[src/rtl/llr_pkg.sv]
package llr_pkg;
  // Position of the current state slot inside one bit period
  typedef struct packed {
    logic first;
    logic last;
  } slot_pos_t;
endpackage

[src/rtl/llr_slot_ctr.sv]
module llr_slot_ctr
  import llr_pkg::*;
#(
  parameter int NSTATE = 16
) (
  input  logic      clk,
  input  logic      rst_n,
  input  logic      slot_vld,
  output slot_pos_t pos
);
  localparam int CW = $clog2(NSTATE);
  localparam logic [CW-1:0] LAST_IDX = CW'(NSTATE - 1);

  logic [CW-1:0] cnt_q, cnt_d;

  always_comb begin
    cnt_d = cnt_q;
    if (slot_vld) begin
      if (cnt_q == LAST_IDX) cnt_d = '0;
      else                   cnt_d = cnt_q + 1'b1;
    end
  end

  always_ff @(posedge clk or negedge rst_n) begin
    if (!rst_n) cnt_q <= '0;
    else        cnt_q <= cnt_d;
  end

  assign pos.first = (cnt_q == '0);
  assign pos.last  = (cnt_q == LAST_IDX);
endmodule

[src/rtl/llr_max_track.sv]
module llr_max_track #(
  parameter int MW = 10
) (
  input  logic                 clk,
  input  logic                 rst_n,
  input  logic                 slot_vld,
  input  logic                 slot_first,
  input  logic signed [MW-1:0] fwd,
  input  logic signed [MW-1:0] bwd,
  output logic signed [MW:0]   cur_max
);
  localparam int SW = MW + 1;
  localparam logic signed [SW-1:0] MOST_NEG = {1'b1, {(SW-1){1'b0}}};

  logic signed [SW-1:0] sum, base, max_q, max_d;

  // Branch sum widened by one bit so it cannot wrap
  assign sum  = {fwd[MW-1], fwd} + {bwd[MW-1], bwd};
  // At the first slot the comparison starts from the most negative value
  assign base = slot_first ? MOST_NEG : max_q;
  assign cur_max = (sum > base) ? sum : base;

  always_comb begin
    max_d = max_q;
    if (slot_vld) max_d = cur_max;
  end

  always_ff @(posedge clk or negedge rst_n) begin
    if (!rst_n) max_q <= MOST_NEG;
    else        max_q <= max_d;
  end
endmodule

[src/rtl/llr_bit_finish.sv]
module llr_bit_finish #(
  parameter int SW  = 11,
  parameter int SYW = 6,
  parameter int APW = 8,
  parameter int QW  = 2,
  parameter int EW  = 8
) (
  input  logic                  clk,
  input  logic                  rst_n,
  input  logic                  bit_done,
  input  logic signed [SW-1:0]  max0,
  input  logic signed [SW-1:0]  max1,
  input  logic signed [SYW-1:0] sys_in,
  input  logic signed [APW-1:0] apr_in,
  input  logic [QW-1:0]         q_shift,
  input  logic                  last_stage,
  output logic signed [SW:0]    llr_q,
  output logic                  hard_q,
  output logic signed [EW-1:0]  ext_q,
  output logic                  vld_q
);
  localparam int LW = SW + 1;
  localparam int XW = ((LW > APW) ? LW : APW) + 3;

  logic signed [LW-1:0]  llr_w;
  logic signed [APW-1:0] apr_sh;
  logic signed [XW-1:0]  llr_x, sys_x, apr_x, ext_x;
  logic signed [EW-1:0]  ext_sat, ext_w;
  logic                  fits;

  logic signed [LW-1:0] llr_d;
  logic                 hard_d;
  logic signed [EW-1:0] ext_d;

  assign llr_w  = {max0[SW-1], max0} - {max1[SW-1], max1};
  // Division by a power of two, rounding towards minus infinity
  assign apr_sh = apr_in >>> q_shift;

  assign llr_x = {{(XW-LW){llr_w[LW-1]}}, llr_w};
  assign sys_x = {{(XW-SYW){sys_in[SYW-1]}}, sys_in};
  assign apr_x = {{(XW-APW){apr_sh[APW-1]}}, apr_sh};
  assign ext_x = llr_x - (sys_x <<< 1) - (apr_x <<< 1);

  // The value fits when all bits above the output sign agree
  assign fits = (ext_x[XW-1:EW-1] == '0) || (ext_x[XW-1:EW-1] == '1);

  always_comb begin
    if (fits)              ext_sat = ext_x[EW-1:0];
    else if (ext_x[XW-1])  ext_sat = {1'b1, {(EW-1){1'b0}}};
    else                   ext_sat = {1'b0, {(EW-1){1'b1}}};
    ext_w = last_stage ? '0 : ext_sat;
  end

  always_comb begin
    llr_d  = llr_q;
    hard_d = hard_q;
    ext_d  = ext_q;
    if (bit_done) begin
      llr_d  = llr_w;
      hard_d = llr_w[LW-1];
      ext_d  = ext_w;
    end
  end

  always_ff @(posedge clk or negedge rst_n) begin
    if (!rst_n) begin
      llr_q  <= '0;
      hard_q <= 1'b0;
      ext_q  <= '0;
      vld_q  <= 1'b0;
    end else begin
      llr_q  <= llr_d;
      hard_q <= hard_d;
      ext_q  <= ext_d;
      vld_q  <= bit_done;
    end
  end
endmodule

[src/rtl/maxlog_llr_serial.sv]
module maxlog_llr_serial
  import llr_pkg::*;
#(
  parameter int NSTATE = 16,
  parameter int MW     = 10,
  parameter int SYW    = 6,
  parameter int APW    = 8,
  parameter int QW     = 2,
  parameter int EW     = 8
) (
  input  logic                  clk,
  input  logic                  rst_n,
  input  logic                  slot_vld,
  input  logic signed [MW-1:0]  fwd0_in,
  input  logic signed [MW-1:0]  fwd1_in,
  input  logic signed [MW-1:0]  bwd_in,
  input  logic signed [SYW-1:0] sys_in,
  input  logic signed [APW-1:0] apr_in,
  input  logic [QW-1:0]         q_shift,
  input  logic                  last_stage,
  output logic signed [MW+1:0]  llr_out,
  output logic                  hard_out,
  output logic signed [EW-1:0]  ext_out,
  output logic                  out_vld
);
  localparam int SW = MW + 1;
  localparam int LW = MW + 2;

  slot_pos_t            pos;
  logic signed [MW-1:0] fwd_a [2];
  logic signed [SW-1:0] max_a [2];
  logic                 bit_done;

  assign fwd_a[0] = fwd0_in;
  assign fwd_a[1] = fwd1_in;

  llr_slot_ctr #(.NSTATE(NSTATE)) u_ctr (
    .clk      (clk),
    .rst_n    (rst_n),
    .slot_vld (slot_vld),
    .pos      (pos)
  );

  // One compare-select tracker per branch input value
  for (genvar g = 0; g < 2; g++) begin : g_track
    llr_max_track #(.MW(MW)) u_trk (
      .clk        (clk),
      .rst_n      (rst_n),
      .slot_vld   (slot_vld),
      .slot_first (pos.first),
      .fwd        (fwd_a[g]),
      .bwd        (bwd_in),
      .cur_max    (max_a[g])
    );
  end

  assign bit_done = slot_vld & pos.last;

  llr_bit_finish #(
    .SW(SW), .SYW(SYW), .APW(APW), .QW(QW), .EW(EW)
  ) u_fin (
    .clk        (clk),
    .rst_n      (rst_n),
    .bit_done   (bit_done),
    .max0       (max_a[0]),
    .max1       (max_a[1]),
    .sys_in     (sys_in),
    .apr_in     (apr_in),
    .q_shift    (q_shift),
    .last_stage (last_stage),
    .llr_q      (llr_out),
    .hard_q     (hard_out),
    .ext_q      (ext_out),
    .vld_q      (out_vld)
  );
endmodule

[config.mk]
export PLATFORM = sky130hd
export DESIGN_NAME = maxlog_llr_serial
export DESIGN_NICKNAME = d
export VERILOG_FILES = /design/src/rtl/llr_pkg.sv /design/src/rtl/llr_slot_ctr.sv /design/src/rtl/llr_max_track.sv /design/src/rtl/llr_bit_finish.sv /design/src/rtl/maxlog_llr_serial.sv
export SDC_FILE = /design/constraint.sdc
export NUM_CORES = 1
export LEC_CHECK = 0
export ABC_AREA = 1
export BUFFER_PORTS_ARGS = -buffer_cell sky130_fd_sc_hd__buf_2
export CAP_MARGIN = 25
export CORE_MARGIN = 4
export CORE_UTILIZATION = 48
export CTS_BUF_LIST = sky130_fd_sc_hd__clkbuf_8
export CTS_CLUSTER_SIZE = 25
export DETAILED_ROUTE_END_ITERATION = 7
export PLACE_DENSITY_LB_ADDON = 0.12
export SLEW_MARGIN = 20
export SYNTH_ARGS = -nofsm -noshare
export SYNTH_HDL_FRONTEND = slang
export SYNTH_SLANG_ARGS = --single-unit
export TNS_END_PERCENT = 1
[constraint.sdc]
create_clock -name clk -period 12.3 [get_ports clk]
set_input_delay 0.615 -clock clk [delete_from_list [all_inputs] [get_ports clk]]
set_output_delay 0.615 -clock clk [all_outputs]
set_load 0.05 [all_outputs]
==> flow_summary.json <==
{
  "ant_nets": 0,
  "rsz0062_at_grt": "no",
  "fin_cells": 1046,
  "clkLatencyLatePin_ps": 310,
  "ioPinCount": 72,
  "grt_max_degree": 39,
  "synth_enable_flop_cells": 0,
  "die_y_um": 115,
  "start_util": 0.497,
  "drtPass1Iterations": 5,
  "final_max_slew_viol_count": 0,
  "die_area_sq_mm": 0.0132,
  "design.core.area_sq_mm": 0.0110,
  "path_max_fanout": 19,
  "critPathLaunchType": "primary input",
  "drc": 0,
  "yosys_register_bits": 47,
  "grt.overflow.total": 0,
  "cpMostUsedCell": "nand2_1",
  "fp.dieW_um": 115,
  "layout_commonest_cell": "nand2_1",
  "syn2layout_area_growth_pct": 10.2,
  "end_kind": "register",
  "grtUsageTotal": 0.223,
  "layout-drive-gt1-share": 0.128,
  "dp_hpwl_um": 12100,
  "postCtsHoldBufs": 0,
  "clock_path_buffers": 2,
  "clk_pin_slew_worst_paths_ps": 100,
  "finClkSkew_ps": 11.9,
  "synth_nets": 957,
  "fmax_ghz": 0.132,
  "grt_antenna_before_repair": 0,
  "min_period_over_period": 0.618,
  "fin_crit_ps": 7600,
  "relSlewSlack": 0.524,
  "reg2reg_slack_ps": 4910,
  "wl_per_cell_um": 13.8,
  "cts-root-buf": "clkbuf_8",
  "synth_seq_area_share": 0.215,
  "hold_viol_final": 0,
  "layout_setup_ws_ps": 4700,
  "grt_pass1_vias": 5214,
  "slowest_stage": "o21ai_0",
  "worstRegToRegCells": 37,
  "yosysWarnings": 0,
  "synth_area_per_cell_sq_um": 6.51,
  "critPathLaunch": "fwd1_in[0]",
  "htree_levels": 2,
  "wl_um": 14500,
  "final-setup-viol-count": 0,
  "synthesis.area_sq_mm": 0.00548,
  "cts_resized": 0,
  "path_class": "primary input to register",
  "postCtsSetupRepairBufs": 0,
  "vias": 5491,
  "critical_path.endpoint": "u_fin.ext_q[2]",
  "cts.sinks": 47,
  "worstReg2RegEnd": "u_fin.ext_q[2]",
  "syn_inst": 842,
  "crit_required_ps": 12500,
  "cap_viol_max_count": 0,
  "r2r-start": "u_ctr.cnt_q[0]",
  "synth_cell_types": 48,
  "final_cell_mix": "293 x nand2_1, 113 x inv_1, 71 x buf_2, 57 x nand3_1, 53 x ha_1",
  "finalSetupTns_ps": 0,
  "final_nets": 1020,
  "grt_pass1_wl_um": 24100,
  "synth_flop_cell": "dfrtp_1",
  "dp_cells": 1037,
  "outcome": "finished clean",
  "holdCritPathClass": "primary input to async pin",
  "viasPerCell": 5.25,
  "cts_buffers": 5,
  "synth-async-reset-ratio": 1.00,
  "rows": 38,
  "slowest_delay_ps": 500,
  "arrival_ps": 7790,
  "portBuffers": 71,
  "diodes": 0,
  "tightest_slew_ps": 713,
  "cts_tree": "done",
  "gp_congestion": 0.954,
  "drt-initial-drc-count": 416,
  "fillers": 1138,
  "place_ws_ps": 4520
}
-- worst min path at each step --
stage	startpoint	end	slack (ps)
floorplan	rst_n	g_track[0].u_trk.max_q[0]	320
global placement	g_track[0].u_trk.max_q[10]	g_track[0].u_trk.max_q[10]	460
detailed placement	u_fin.llr_q[6]	u_fin.llr_q[6]	460
CTS	rst_n	g_track[1].u_trk.max_q[7]	270
global route	rst_n	g_track[1].u_trk.max_q[7]	290
finish	rst_n	g_track[1].u_trk.max_q[7]	270
-- synthesized netlist by cell type (12+ instances only) --
cell,count,share of area
inv_1,112,0.077
nand3_1,57,0.052
xor2_1,19,0.030
ha_1,53,0.12
nand2_2,13,0.015
fa_1,12,0.044
a21oi_1,27,0.025
nand4_1,22,0.025
nand2_1,293,0.20
dfrtp_1,45,0.21
o21ai_0,50,0.046
nor2_1,43,0.029
-- state kept, by name, summed over array words and instances, names as in the netlist --
| signal | cells |
|---|---|
| u_fin.hard_q | 1 |
| g_track.u_trk.max_q | 22 |
| u_fin.llr_q | 11 |
| u_ctr.cnt_q | 4 |
| u_fin.ext_q | 8 |
| u_fin.vld_q | 1 |
-- metrics by stage --
stage	instance area, sq um	hold slack (ps)	util
final	6040	271	0.548
after global routing	6040	289	0.548
after CTS	6020	267	0.546
after detailed placement	5940	463	0.538
after global placement	5920	456	0.537
after floorplan	5480	319	-
-- per-layer routing --
metal / vias up / wire length, um / global-route usage
met5: - / 0 / 0
met4: 0 / 93 / 0.0243
met3: 13 / 852 / 0.0289
met2: 131 / 6390 / 0.357
met1: 2507 / 7130 / 0.333
li1: 2840 / - / -
-- layout make-up --
class / count / area [sq um] / share of cell area
Multi-Input combinational cell: 659 / 3760 / 0.623
Clock buffer: 5 / 68.8 / 0.0114
Clock inverter: 3 / 16.3 / 0.00269
Inverter: 118 / 443 / 0.0733
Tap cell: 140 / 175 / 0.0290
Sequential cell: 47 / 1180 / 0.195
Timing Repair Buffer: 74 / 398 / 0.0659
-- cells by family (layout without fill, tap and decap cells) --
kind of cell    after synthesis  in the layout  share of synthesized area
simple gates                462            462                      0.369
flops                        47             47                      0.215
fa+ha+maj                    65             65                      0.165
mux                           1              1                    0.00183
xor+xnor                     24             24                     0.0397
buf+inv                     136            200                     0.0993
compound gates              107            107                      0.111
-- critical path, delay by kind of cell --
family	cells	cell delay, ps
adder cells (fa/ha/maj)	7	2270
buffers and inverters	7	550
XOR/XNOR	3	720
AND/OR/NAND/NOR	17	1780
AO/OA/AOI/OAI	7	1850
Power is left out: the tool's default activity adds up to more than one toggle a clock period on the data nets, which glitch-free logic cannot reach.
